<file path="src/rtl/pll_fe_pkg.sv">
package pll_fe_pkg;
   typedef enum logic [1:0] {
      GAIN_1X = 2'b00,
      GAIN_2X = 2'b01,
      GAIN_4X = 2'b10
   } cp_gain_e;
endpackage

</file>
<file path="src/rtl/pll_fb_divider.sv">
module pll_fb_divider #(
   parameter int W = 4
) (
   input  logic         clk_i,
   input  logic         rst_ni,
   input  logic         vco_i,
   input  logic [W-1:0] div_i,
   output logic         div_o
);
   logic         vco_q;
   logic [W-1:0] cnt_q;
   logic [W-1:0] div_q;
   logic         out_q;
   logic         vco_edge;

   assign vco_edge = vco_q ^ vco_i;

   always_ff @(posedge clk_i or negedge rst_ni) begin
      if (!rst_ni) begin
         vco_q <= 1'b0;
         cnt_q <= '0;
         div_q <= '0;
         out_q <= 1'b0;
      end else begin
         vco_q <= vco_i;
         div_q <= div_i;
         if (div_i == '0) begin
            cnt_q <= '0;
            out_q <= 1'b0;
         end else if (div_i != div_q) begin
            cnt_q <= '0;
         end else if (vco_edge) begin
            if (cnt_q == div_i - 1'b1) begin
               cnt_q <= '0;
               out_q <= ~out_q;
            end else begin
               cnt_q <= cnt_q + 1'b1;
            end
         end
      end
   end

   assign div_o = out_q;


   zero_hold_chk: assert property (@(posedge clk_i) disable iff (!rst_ni)
      (div_i == '0) |=> !div_o);


   toggle_cause_chk: assert property (@(posedge clk_i) disable iff (!rst_ni)
      (div_o != $past(div_o)) |-> ($past(vco_edge) || $past(div_i) == '0));
endmodule

</file>
<file path="src/rtl/pll_pfd.sv">
module pll_pfd #(
   parameter int RST_DLY = 2
) (
   input  logic clk_i,
   input  logic rst_ni,
   input  logic ref_i,
   input  logic fb_i,
   output logic up_o,
   output logic dn_o
);
   logic ref_q, fb_q;
   logic up_q, dn_q;
   logic both, clr;
   logic ref_fall, fb_fall;

   assign ref_fall = ref_q & ~ref_i;
   assign fb_fall  = fb_q & ~fb_i;
   assign both     = up_q & dn_q;

   generate
      if (RST_DLY == 1) begin : g_nodly
         assign clr = both;
      end else begin : g_dly
         localparam int CW = $clog2(RST_DLY);
         logic [CW-1:0] cnt_q;
         assign clr = both && (cnt_q == CW'(RST_DLY - 1));
         always_ff @(posedge clk_i or negedge rst_ni) begin
            if (!rst_ni)             cnt_q <= '0;
            else if (both && !clr)   cnt_q <= cnt_q + 1'b1;
            else                     cnt_q <= '0;
         end
      end
   endgenerate

   always_ff @(posedge clk_i or negedge rst_ni) begin
      if (!rst_ni) begin
         ref_q <= 1'b0;
         fb_q  <= 1'b0;
         up_q  <= 1'b0;
         dn_q  <= 1'b0;
      end else begin
         ref_q <= ref_i;
         fb_q  <= fb_i;
         if (both) begin
            if (clr) begin
               up_q <= 1'b0;
               dn_q <= 1'b0;
            end
         end else begin
            up_q <= up_q | ref_fall;
            dn_q <= dn_q | fb_fall;
         end
      end
   end

   assign up_o = up_q;
   assign dn_o = dn_q;


   joint_clear_chk: assert property (@(posedge clk_i) disable iff (!rst_ni)
      $fell(up_q) |-> $fell(dn_q));


   clear_after_both_chk: assert property (@(posedge clk_i) disable iff (!rst_ni)
      $fell(up_q) |-> $past(up_q && dn_q));


   up_cause_chk: assert property (@(posedge clk_i) disable iff (!rst_ni)
      $rose(up_q) |-> $past(ref_q && !ref_i));


   dn_cause_chk: assert property (@(posedge clk_i) disable iff (!rst_ni)
      $rose(dn_q) |-> $past(fb_q && !fb_i));
endmodule

</file>
<file path="src/rtl/pll_cp_gain.sv">
module pll_cp_gain
   import pll_fe_pkg::*;
#(
   parameter int         W          = 4,
   parameter logic [1:0] FIXED_GAIN = 2'b00
) (
   input  logic         one_to_one_i,
   input  logic [W-1:0] mfd_i,
   output logic [1:0]   gain_o
);
   cp_gain_e g;
   always_comb begin
      if (one_to_one_i)                 g = cp_gain_e'(FIXED_GAIN);
      else if (mfd_i < W'(2))           g = GAIN_1X;
      else if (mfd_i < W'(6))           g = GAIN_2X;
      else                              g = GAIN_4X;
   end
   assign gain_o = g;
endmodule

</file>
<file path="src/rtl/pll_phase_front.sv">
module pll_phase_front
   import pll_fe_pkg::*;
#(
   parameter int         MFD_W      = 4,
   parameter int         RST_DLY    = 2,
   parameter logic [1:0] FIXED_GAIN = 2'b00
) (
   input  logic             clk_i,
   input  logic             rst_ni,
   input  logic             ref_clk_i,
   input  logic             vco_clk_i,
   input  logic             clkout_i,
   input  logic             one_to_one_i,
   input  logic             clkout_en_i,
   input  logic [MFD_W-1:0] mfd_i,
   output logic             fb_clk_o,
   output logic             up_o,
   output logic             dn_o,
   output logic [1:0]       gain_o
);
   localparam logic [MFD_W-1:0] HALF_DIV = MFD_W'(2);

   generate
      if (MFD_W < 3) begin : g_bad_w
         $error("MFD_W must allow factors of 6 and above");
      end
      if (RST_DLY < 1) begin : g_bad_dly
         $error("RST_DLY must be at least 1");
      end
      if (FIXED_GAIN == 2'b11) begin : g_bad_gain
         $error("FIXED_GAIN must be a legal gain code");
      end
   endgenerate

   logic div_n, div_2, fb;

   pll_fb_divider #(.W(MFD_W)) u_div_n (
      .clk_i(clk_i), .rst_ni(rst_ni), .vco_i(vco_clk_i),
      .div_i(mfd_i), .div_o(div_n));

   pll_fb_divider #(.W(MFD_W)) u_div_2 (
      .clk_i(clk_i), .rst_ni(rst_ni), .vco_i(vco_clk_i),
      .div_i(HALF_DIV), .div_o(div_2));

   always_comb begin
      if (one_to_one_i) fb = clkout_en_i ? clkout_i : div_2;
      else              fb = div_n;
   end

   pll_pfd #(.RST_DLY(RST_DLY)) u_pfd (
      .clk_i(clk_i), .rst_ni(rst_ni), .ref_i(ref_clk_i), .fb_i(fb),
      .up_o(up_o), .dn_o(dn_o));

   pll_cp_gain #(.W(MFD_W), .FIXED_GAIN(FIXED_GAIN)) u_gain (
      .one_to_one_i(one_to_one_i), .mfd_i(mfd_i), .gain_o(gain_o));

   assign fb_clk_o = fb;


   legal_gain_chk: assert property (@(posedge clk_i) disable iff (!rst_ni)
      gain_o != 2'b11);


   clkout_path_chk: assert property (@(posedge clk_i) disable iff (!rst_ni)
      (one_to_one_i && clkout_en_i) |-> (fb_clk_o == clkout_i));
endmodule

</file>
<file path="config.mk">
export PLATFORM = sky130hd
export DESIGN_NAME = pll_phase_front
export DESIGN_NICKNAME = d
export VERILOG_FILES = /design/src/rtl/pll_fe_pkg.sv /design/src/rtl/pll_fb_divider.sv /design/src/rtl/pll_pfd.sv /design/src/rtl/pll_cp_gain.sv /design/src/rtl/pll_phase_front.sv
export SDC_FILE = /design/constraint.sdc
export NUM_CORES = 1
export LEC_CHECK = 0
export CORE_MARGIN = 3
export CORE_UTILIZATION = 67
export DETAILED_ROUTE_END_ITERATION = 8
export DONT_BUFFER_PORTS = 1
export PLACE_DENSITY = 0.86
export SETUP_SLACK_MARGIN = 0.3
export SYNTH_ARGS = -nofsm -noshare
export SYNTH_HDL_FRONTEND = slang
export SYNTH_HIERARCHICAL = 1
export SYNTH_SLANG_ARGS = --single-unit
</file>
<file path="constraint.sdc">
create_clock -name clk_i -period 3.2 [get_ports clk_i]
set_clock_uncertainty 0.15 [all_clocks]
set_input_delay 0.96 -clock clk_i [delete_from_list [all_inputs] [get_ports clk_i]]
set_output_delay 0.96 -clock clk_i [all_outputs]
set_load 0.03 [all_outputs]
</file>
==> results of run 1 <==
[metal layers]
layer,vias up,share of wire (%)
met5,-,0
met4,0,3.1
met3,7,3.5
met2,17,51
met1,468,42
li1,506,-
[flip-flops by register name (all words and copies together), names as in the netlist]
signal,flops
u_div_n/div_o,1
u_div_n/cnt_q,4
u_div_2/div_q,4
u_div_n/div_q,4
u_div_2/cnt_q,4
u_div_2/vco_q,1
u_pfd/g_dly.cnt_q,1
u_pfd/ref_q,1
u_pfd/dn_o,1
u_div_n/vco_q,1
u_pfd/up_o,1
u_pfd/fb_q,1
u_div_2/div_o,1
[worst reg2reg max path, cell delays in order, from the launching register on]
cell and delay [ns]:
dfrtp_1 0.42, xor2_1 0.42, nand3_2 0.17, nor4b_4 0.28, mux2i_1 0.22
[cells by family (layout without fill, tap and decap cells)]
| group | Yosys count | count (layout) | synth area share (%) |
|---|---|---|---|
| flops | 25 | 25 | 41.5 |
| compound gates | 20 | 20 | 11.5 |
| xor+xnor | 23 | 23 | 16.2 |
| other cells | 2 | 22 | 0.498 |
| simple gates | 52 | 52 | 23.6 |
| mux | 3 | 3 | 1.99 |
| fa+ha+maj | 4 | 4 | 3.32 |
| buf+inv | 6 | 11 | 1.49 |
[power groups by stage]
stage	clock network (mW)	registers [mW]	logic (mW)
floorplan	0	0.392	0.103
global placement	0	0.396	0.113
detailed placement	0	0.400	0.119
CTS	0.144	0.393	0.119
global route	0.157	0.396	0.132
finish	0.139	0.392	0.119
[cells in the final DEF (no fill, tap or decap)]
cell type and instances:
nor3_2 5, clkbuf_4 3, nor3_1 2, a41oi_1 2
mux2i_1 3, nand2_1 11, xnor2_2 2, xnor2_1 13
xnor3_1 2, inv_1 6, o211ai_2 2, nor2_1 11
clkinv_2 1, o21a_1 2, nor3b_1 2, nand4_1 2
ha_1 4, and3_2 4, or3_1 2, nand2b_1 2
nor4b_4 2, conb_1 22, nand3_2 4, nand3_1 3
nor2b_4 2, a2111oi_2 2, a21oi_1 6, buf_4 1
a211oi_2 2, dfrtp_1 25, o211ai_1 4, xor2_1 6
[layout make-up]
| cell class | count | area, sq um | area share (%) |
|---|---|---|---|
| clock inverter | 1 | 5.00 | 0.303 |
| sequential | 25 | 626 | 37.9 |
| clock buffer | 3 | 22.5 | 1.36 |
| timing repair buffer | 1 | 7.51 | 0.455 |
| tap | 27 | 33.8 | 2.05 |
| inverter | 6 | 22.5 | 1.36 |
| multi-input combinational | 124 | 935 | 56.6 |
[metrics by stage]
| stage | hold slack [ns] | cell area (sq um) | worst slack [ns] |
|---|---|---|---|
| after floorplan | 0.253 | 1580 | 0.366 |
| after global placement | 0.262 | 1620 | 0.603 |
| after detailed placement | 0.285 | 1620 | 0.591 |
| after CTS | 0.149 | 1650 | 0.591 |
| after global routing | 0.126 | 1650 | 0.565 |
| final | 0.157 | 1650 | 0.597 |
[final timing paths]
| check | from | to | slack, ns | depth (start not counted) |
|---|---|---|---|---|
| max | mfd_i[2] | gain_o[0] | 0.60 | 2 |
| min | rst_ni | u_div_2/div_o | 0.16 | 0 |
| max reg2reg | u_div_2/vco_q | u_div_2/div_o | 1.47 | 4 |
| min reg2reg | u_pfd/g_dly.cnt_q | u_pfd/g_dly.cnt_q | 0.30 | 1 |
| max in group asynchronous | rst_ni | u_div_2/vco_q | 2.67 | 0 |
| min in group clk_i | u_pfd/g_dly.cnt_q | u_pfd/g_dly.cnt_q | 0.30 | 1 |
==> results.md, run 1 <==
* Status: finished, final reports clean
* Power density cells at 394 nW/um^2
* Post-synth top area share at 41.5%
* First-pass GRT wire length at 4.06 mm
* Sw frac at 31.7%
* Required time worst endpoint at 2.09 ns
* Final Cycle Share at 81.3%
* Setup-failing EPs final at 0
* # DRC at 0
* VDD IR max at 487 uV
* Drt pass-1 iters at 4
* Final Non-Filler Cells at 187
* Worst slew margin at 63.8%
* Flops & latches, synth at 25
* Kind of end point of the critical path: primary output
* Number of max-cap violations at 0
* Worst Max-Slew Pin Slew at 0.541 ns
* Dominant synthesized flop cell: dfrtp_1
* Peak fanout along the critical path at 9
* Core Footprint at 2040 sq um
* Routed Antenna Nets at 0
* Clock power share at 21.4%
* Post-placement cell count at 183
* Family with the most delay on the worst path: simple AND/OR/NAND/NOR gates
* Most instantiated library cell after synthesis: dfrtp_1
* Syn-to-layout area delta at 9.54%
* Grt met2 use at 35.7%
* Detailed Route Iter0 Violations at 8
* Post-synth EDFFs at 0
* Share of layout cells above drive strength 1 at 18.8%
* Global routing's busiest layer: met2
* Slowest cell on crit path: nor3_2
* Final hold vios at 0
* Placer congestion estimate at 0.770
* Cell Int Power at 0.445 mW
* Sw power at 0.206 mW
* Clock root cell: clkbuf_4
* Slew Viols, Final at 0
* Die Wd at 53.4 um
* Slowest Stage Delay on Critical Path at 0.41 ns
* Sequential cell fraction of total power at 60.3%
* Hold buffers post-CTS at 0
* FMAX at 384 MHz
* Cell accounting for the most synthesized area: dfrtp_1
* Post-layout util at 80.9%
* Buf/Inv on CP at 0
* Die area at 2860 sq um
* Async S/R FF share, synth at 100%
* Number of vias after detailed routing at 998
* Clock transition at path regs at 0.13 ns
* Tot Pwr at 0.651 mW
* Clk Latency, worst-skew pair at 0.32 ns
* Synth unique cells at 29
* Largest net degree at the start of global routing at 26
* DR WL/cell at 12.9 um
* GR Util met1 at 20.1%
* Min-Delay Path Class: in2async
* CP Launch Type: primary input
* Initial antenna violation count at 0
* Number of fill cells at 120
* Antenna diodes at 0
* Post-CTS Setup Repair Bufs at 0
* CTS tree: yes
* Leakage power total at 0.723 nW
* Worst-path cell chain: xnor2_1 > nor3_2
* CTS max path bufs at 2
* Clk sinks at 25
* Yosys warns at 6
* Die height at 53.4 um
* DP HPWL at 1.92 mm
* Global routing usage on met3 at 5.63%
* Port-buffer cells at 0
* Initial core utilization at 73.8%
* Total CTS buffers at 3
* Vias in the first global route at 1038
* Total Routed Length at 2.41 mm
* Remaining global-route overflow at 0
* Critical path class: in2out
* Routed vias/inst at 5.34
* CP arrival at 1.49 ns
* Global Route Usage Sum at 20.8%
* Post-synth top cells: 25 x dfrtp_1, 13 x xnor2_1, 11 x nand2_1, 11 x nor2_1
* Final Critical Period at 2.60 ns
* RSZ-0062 raised after global routing: false
* H-tree level count at 1
* Final #Nets at 176
* Synth Cell Area at 1510 sq um
* Mean Syn Cell Area at 11.2 sq um
* # IOs at 16
* Mapped Cells at 135
* Setup_tns at 0 ns
* Sequential share of the synthesized area at 41.5%
* Site Rows at 16
* Synth top area cells: dfrtp_1 41%, xnor2_1 7.6%, xor2_1 3.5%
* Resize count post-CTS at 0
* Combinational Power Share at 18.3%
Power figures use the tool's default switching activity.
==> run 2, diff against run 1 <==
--- a/config.mk
+++ b/config.mk
@@ -6,10 +6,10 @@
 export NUM_CORES = 1
 export LEC_CHECK = 0
 export CORE_MARGIN = 3
-export CORE_UTILIZATION = 67
+export CORE_UTILIZATION = 62
 export DETAILED_ROUTE_END_ITERATION = 8
 export DONT_BUFFER_PORTS = 1
-export PLACE_DENSITY = 0.86
+export PLACE_DENSITY = 0.81
 export SETUP_SLACK_MARGIN = 0.3
 export SYNTH_ARGS = -nofsm -noshare
 export SYNTH_HDL_FRONTEND = slang
==> constraint.sdc (replaced) <==
create_clock -name clk_i -period 2.5 [get_ports clk_i]
set_clock_uncertainty 0.15 [all_clocks]
set_input_delay 0.75 -clock clk_i [delete_from_list [all_inputs] [get_ports clk_i]]
set_output_delay 0.75 -clock clk_i [all_outputs]
set_load 0.03 [all_outputs]
==> run 2 against run 1 <==
  * Critical path depth increased by 1
  * Global-route usage is 1.9 points lower
  * Combinational power up 41%
  * Setup slack got worse by 0.22 ns
  * Critical path type unchanged
  * Non-clock buffer count is 3 higher
==> results.md, run 2 (synthesis results as in run 1) <==
* Sw power at 0.270 mW (was 0.206 mW)
* Kind of end point of the critical path: primary output (unchanged)
* Number of fill cells at 159 (was 120)
* Routed Antenna Nets at 0 (unchanged)
* FMAX at 471 MHz
* Worst Reg-to-Reg Cells at 4 (unchanged)
* Vias in the first global route at 1079 (was 1038)
* Post-CTS Setup Repair Bufs at 0 (unchanged)
* Placer congestion estimate at 0.816 (was 0.770)
* Final Critical Period at 2.13 ns
* Detailed Route Iter0 Violations at 19 (was 8)
* Share of layout cells above drive strength 1 at 20.2% (was 18.8%)
* CTS tree: yes (unchanged)
* Die height at 55.3 um (was 53.4 um)
* Number of vias after detailed routing at 1046 (was 998)
* Final #Nets at 179 (was 176)
* Port-buffer cells at 0 (unchanged)
* Die area at 3060 sq um (was 2860 sq um)
* Required time worst endpoint at 1.60 ns (was 2.09 ns)
* Initial antenna violation count at 0 (unchanged)
* Final hold vios at 0 (unchanged)
* CTS max path bufs at 2 (unchanged)
* Post-Place Worst Slack at 0.288 ns (was 0.591 ns)
* Min-Delay Path Class: in2async (unchanged)
* Number of max-cap violations at 0 (unchanged)
* Status: finished, final reports clean (unchanged)
* CP arrival at 1.23 ns (was 1.49 ns)
* # DRC at 0 (unchanged)
* Clk Latency, worst-skew pair at 0.31 ns (was 0.32 ns)
* Antenna diodes at 0 (unchanged)
* FF-to-FF Start: u_div_n/vco_q (was u_div_2/vco_q)
* First-pass GRT wire length at 4.64 mm (was 4.06 mm)
* Worst-path cell chain: mux2i_1 > a21oi_2 > buf_4 (was xnor2_1 > nor3_2)
* CP Launch Type: primary input (unchanged)
* Global Route Usage Sum at 18.9% (was 20.8%)
* Worst setup margin at 0.375 ns (was 0.597 ns)
* Initial core utilization at 66.9% (was 73.8%)
* Syn-to-layout area delta at 12.1% (was 9.54%)
* Leakage power total at 0.740 nW (was 0.723 nW)
* VDD IR max at 589 uV (was 487 uV)
* RSZ-0062 raised after global routing: false (unchanged)
* Total CTS buffers at 3 (unchanged)
* Buf/Inv on CP at 1 (was 0)
* Routed vias/inst at 5.48 (was 5.34)
* Reg2reg end: u_div_n/div_o (was u_div_2/div_o)
* Combinational Power Share at 19.8% (was 18.3%)
* Worst Max-Slew Pin Slew at 0.534 ns (was 0.541 ns)
* Slowest cell on crit path: mux2i_1 (was nor3_2)
* Clock transition at path regs at 0.13 ns (about the same)
* Peak fanout along the critical path at 3 (was 9)
* Critical path class: in2out (unchanged)
* DP HPWL at 1.97 mm (was 1.92 mm)
* Family with the most delay on the worst path: multiplexers (was simple AND/OR/NAND/NOR gates)
* Tot Pwr at 0.847 mW (was 0.651 mW)
* Worst slew margin at 64.3% (was 63.8%)
* Slew Viols, Final at 0 (unchanged)
* Sequential cell fraction of total power at 59.2% (was 60.3%)
* DR WL/cell at 13.3 um (was 12.9 um)
* Drt pass-1 iters at 4 (unchanged)
* H-tree level count at 1 (unchanged)
* Core Footprint at 2250 sq um (was 2040 sq um)
* Hold Slack at 0.0746 ns (was 0.157 ns)
* Clock root cell: clkbuf_4 (unchanged)
* Clk sinks at 25 (unchanged)
* Clock power share at 21.0% (was 21.4%)
* Setup slack, reg-to-reg at 0.70 ns (was 1.47 ns)
* Cell Int Power at 0.577 mW (was 0.445 mW)
* # IOs at 16 (unchanged)
* Commonest cells after routing, fill and taps aside: 25 x dfrtp_1, 22 x conb_1, 13 x xnor2_1 (unchanged)
* Sw frac at 31.8% (was 31.7%)
* Remaining global-route overflow at 0 (unchanged)
* Die Wd at 55.3 um (was 53.4 um)
* Power density cells at 501 nW/um^2 (was 394 nW/um^2)
* Largest net degree at the start of global routing at 26 (unchanged)
* Slowest Stage Delay on Critical Path at 0.22 ns (was 0.41 ns)
* Setup-failing EPs final at 0 (unchanged)
* Commonest non-fill, non-tap cell in the layout: dfrtp_1 (unchanged)
* Site Rows at 17 (was 16)
* Total Routed Length at 2.54 mm (was 2.41 mm)
* Setup_tns at 0 ns (unchanged)
* Final Cycle Share at 85.0%
* Post-layout util at 75.0% (was 80.9%)
==> run 2: changes by cell type in the layout (fill, tap and decap cells not counted), sizes merged <==
cell    before  now
clkinv       1    0
buf          1    4
clkbuf       3    4
==> run 2: worst max-delay path by stage <==
stage                             endpoint  depth (start not counted)           from  slack (ns)
after global placement    u_div_n/cnt_q[3]                          6       mfd_i[0]        0.30
after detailed placement     u_div_n/div_o                          6       mfd_i[1]        0.29
after global routing              fb_clk_o                          3  u_div_2/div_o        0.34
final                             fb_clk_o                          3    clkout_en_i        0.37
after CTS                         fb_clk_o                          3    clkout_en_i        0.37
after floorplan                   fb_clk_o                          2    clkout_en_i        0.32
==> run 2: power groups by stage <==
stage | registers (mW) | logic [mW] | clock network (mW)
floorplan | 0.502 | 0.132 | 0
global route | 0.506 | 0.186 | 0.207
detailed placement | 0.511 | 0.155 | 0
finish | 0.502 | 0.168 | 0.178
CTS | 0.503 | 0.168 | 0.185
global placement | 0.507 | 0.149 | 0
==> run 2: routing by layer <==
metal	share of wire [%]	vias up	track usage, %
li1	-	512	-
met1	42	506	22.2
met2	52	22	33.4
met3	3.8	6	3.97
met4	1.7	0	7.29
met5	0	-	0
==> run 2: metrics by stage <==
step / cell area, sq um / cells
finish: 1690 / 191
global route: 1690 / 191
CTS: 1690 / 191
detailed placement: 1640 / 186
global placement: 1640 / 186
floorplan: 1590 / 155
==> run 2: timing repair <==
action                                 CTS  global route
resized for setup                        0             0
hold buffers                             1             0
endpoints found under the hold margin   25             0
==> run 2: cell type report <==
cell class / instances / area [sq um] / area share (%)
timing repair buffer: 4 / 42.5 / 2.52
tap: 28 / 35.0 / 2.07
inverter: 6 / 22.5 / 1.33
multi-input combinational: 124 / 938 / 55.5
clock buffer: 4 / 26.3 / 1.55
sequential: 25 / 626 / 37.0
==> run 3, diff against run 2 <==
--- a/config.mk
+++ b/config.mk
@@ -6,10 +6,10 @@
 export NUM_CORES = 1
 export LEC_CHECK = 0
 export CORE_MARGIN = 3
-export CORE_UTILIZATION = 62
+export CORE_UTILIZATION = 45
 export DETAILED_ROUTE_END_ITERATION = 8
 export DONT_BUFFER_PORTS = 1
-export PLACE_DENSITY = 0.81
+export PLACE_DENSITY = 0.63
 export SETUP_SLACK_MARGIN = 0.3
 export SYNTH_ARGS = -nofsm -noshare
 export SYNTH_HDL_FRONTEND = slang
==> run 3 against run 2 <==
  * Setup slack improved by 0.033 ns
  * Critical path depth unchanged
  * Die area rose by 33%
  * Non-clock buffer count is the same
  * Utilization fell by 20 points
  * Total power is 0.31% lower
  * Fmax up 1.6%
  * Count of clock-buffer cells in the layout unchanged
  * Final cell count rose by 8.4%
  * Via count decreased by 4.4%
  * Global-route usage decreased by 5.4 points
  * Sequential share of layout area fell by 0.43 points
  * Critical path type unchanged
==> results.md, run 3 (synthesis results as in run 1) <==
* DR WL/cell at 11.7 um (was 13.3 um)
* Commonest non-fill, non-tap cell in the layout: dfrtp_1 (unchanged)
* CP arrival at 1.19 ns (was 1.23 ns)
* Commonest cells after routing, fill and taps aside: 25 x dfrtp_1, 22 x conb_1, 13 x xnor2_1 (unchanged)
* Drt pass-1 iters at 4 (unchanged)
* Peak fanout along the critical path at 3 (unchanged)
* Syn-to-layout area delta at 13.4% (was 12.1%)
* Family with the most delay on the worst path: multiplexers (unchanged)
* Initial antenna violation count at 0 (unchanged)
* Share of layout cells above drive strength 1 at 20.2% (unchanged)
* Core Footprint at 3130 sq um (was 2250 sq um)
* Clk sinks at 25 (unchanged)
* Final Cycle Share at 83.7% (was 85.0%)
* Buf/Inv on CP at 1 (unchanged)
* CTS max path bufs at 2 (unchanged)
* Top routing layer in use: met4 (unchanged)
* Worst-path cell chain: mux2i_1 > a21oi_2 > buf_4 (unchanged)
* Slowest cell on crit path: mux2i_1 (unchanged)
* # DRC at 0 (unchanged)
* Total Routed Length at 2.42 mm (was 2.54 mm)
* Die area at 4080 sq um (was 3060 sq um)
* Worst Reg-to-Reg Cells at 4 (unchanged)
* Largest net degree at the start of global routing at 26 (unchanged)
* Setup-failing EPs final at 0 (unchanged)
* DP HPWL at 1.86 mm (was 1.97 mm)
* Worst setup margin at 0.408 ns (was 0.375 ns)
* CTS tree: yes (unchanged)
* Critical path depth in cells at 3 (unchanged)
* Required time worst endpoint at 1.60 ns (about the same)
* Placer congestion estimate at 0.779 (was 0.816)
* Min-Delay Path Class: in2async (unchanged)
* Site Rows at 20 (was 17)
* Global Route Usage Sum at 13.5% (was 18.9%)
* Routed met2 length at 1.16 mm (was 1.33 mm)
* # IOs at 16 (unchanged)
* Number of max-cap violations at 0 (unchanged)
* Resize count post-CTS at 0 (unchanged)
* Initial core utilization at 48.2% (was 66.9%)
* VDD IR max at 388 uV (was 589 uV)
* Power density cells at 494 nW/um^2 (was 501 nW/um^2)
* First-pass GRT wire length at 4.45 mm (was 4.64 mm)
* Setup_tns at 0 ns (unchanged)
* CP Launch Type: primary input (unchanged)
* Die height at 63.9 um (was 55.3 um)
* Met3 routed WL at 117 um (was 96 um)
* Clk Latency, worst-skew pair at 0.31 ns (about the same)
* Final #Nets at 179 (unchanged)
* Die Wd at 63.9 um (was 55.3 um)
* FMAX at 478 MHz (was 471 MHz)
* Post-layout util at 54.7% (was 75.0%)
* Critical path class: in2out (unchanged)
* Slowest Stage Delay on Critical Path at 0.19 ns (was 0.22 ns)
* Post-Place Worst Slack at 0.257 ns (was 0.288 ns)
* Routed vias/inst at 4.83 (was 5.48)
* Vias in the first global route at 1040 (was 1079)
* H-tree level count at 1 (unchanged)
* Final hold vios at 0 (unchanged)
* Tot Pwr at 0.844 mW (was 0.847 mW)
* Leakage power total at 0.740 nW (unchanged)
* Total CTS buffers at 3 (unchanged)
* Remaining global-route overflow at 0 (unchanged)
* Slew Viols, Final at 0 (unchanged)
* Final Critical Period at 2.09 ns (was 2.13 ns)
* Wl on met1 at 1.13 mm (was 1.07 mm)
* Clock transition at path regs at 0.13 ns (about the same)
* Routed Antenna Nets at 0 (unchanged)
* Worst slew margin at 66.8% (was 64.3%)
* Number of vias after detailed routing at 1000 (was 1046)
* Clock root cell: clkbuf_4 (unchanged)
* Detailed Route Iter0 Violations at 20 (was 19)
* Worst Max-Slew Pin Slew at 0.496 ns (was 0.534 ns)
* Kind of end point of the critical path: primary output (unchanged)
* Status: finished, final reports clean (unchanged)
* Port-buffer cells at 0 (unchanged)
* RSZ-0062 raised after global routing: false (unchanged)
* Antenna diodes at 0 (unchanged)
run 3: cell counts in the layout (fill, tap and decap cells not counted):
No cell type changed its count.
run 3: final timing paths:
| check | startpoint | end | slack (ns) |
|---|---|---|---|
| worst min register to register | u_pfd/g_dly.cnt_q | u_pfd/g_dly.cnt_q | 0.29 |
| min in group clk_i | u_pfd/g_dly.cnt_q | u_pfd/g_dly.cnt_q | 0.29 |
| worst max register to register | u_div_2/vco_q | u_div_2/div_o | 0.78 |
| max in group asynchronous | rst_ni | u_div_2/div_q[3] | 1.98 |
| worst min-delay path | rst_ni | u_div_2/cnt_q[2] | 0.08 |
| worst max-delay path | clkout_en_i | fb_clk_o | 0.41 |
run 3: where the power goes:
| part | total, mW | internal (mW) | leakage [nW] | switching (mW) |
|---|---|---|---|---|
| registers | 0.501 | 0.439 | 0.315 | 0.0617 |
| logic | 0.165 | 0.0755 | 0.410 | 0.0896 |
| clock network | 0.178 | 0.0623 | 0.0150 | 0.116 |
run 3: final cells by class:
cell class                 instances  area, sq um
timing repair buffer               4         42.5
inverter                           6         22.5
sequential                        25          626
clock buffer                       4         26.3
tap                               44         55.1
multi-input combinational        124          938
fill                             296         1420
run 3: timing repair:
action / CTS / global route
buffers inserted: 0 / 0
hold buffers: 1 / 0
endpoints found under the hold margin: 25 / 0
run 3: metal layers:
layer | GRT usage (%) | vias up
met5 | 0 | -
met4 | 4.85 | 0
met1 | 18.0 | 467
li1 | - | 512
met3 | 2.46 | 2
met2 | 21.8 | 19
run 3: through the flow:
stage / hold WS (ns) / cell area (sq um) / cells
floorplan: 0.253 / 1590 / 155
global placement: 0.263 / 1660 / 202
detailed placement: 0.278 / 1660 / 202
CTS: 0.0662 / 1710 / 207
global route: 0.0551 / 1710 / 207
finish: 0.0773 / 1710 / 207
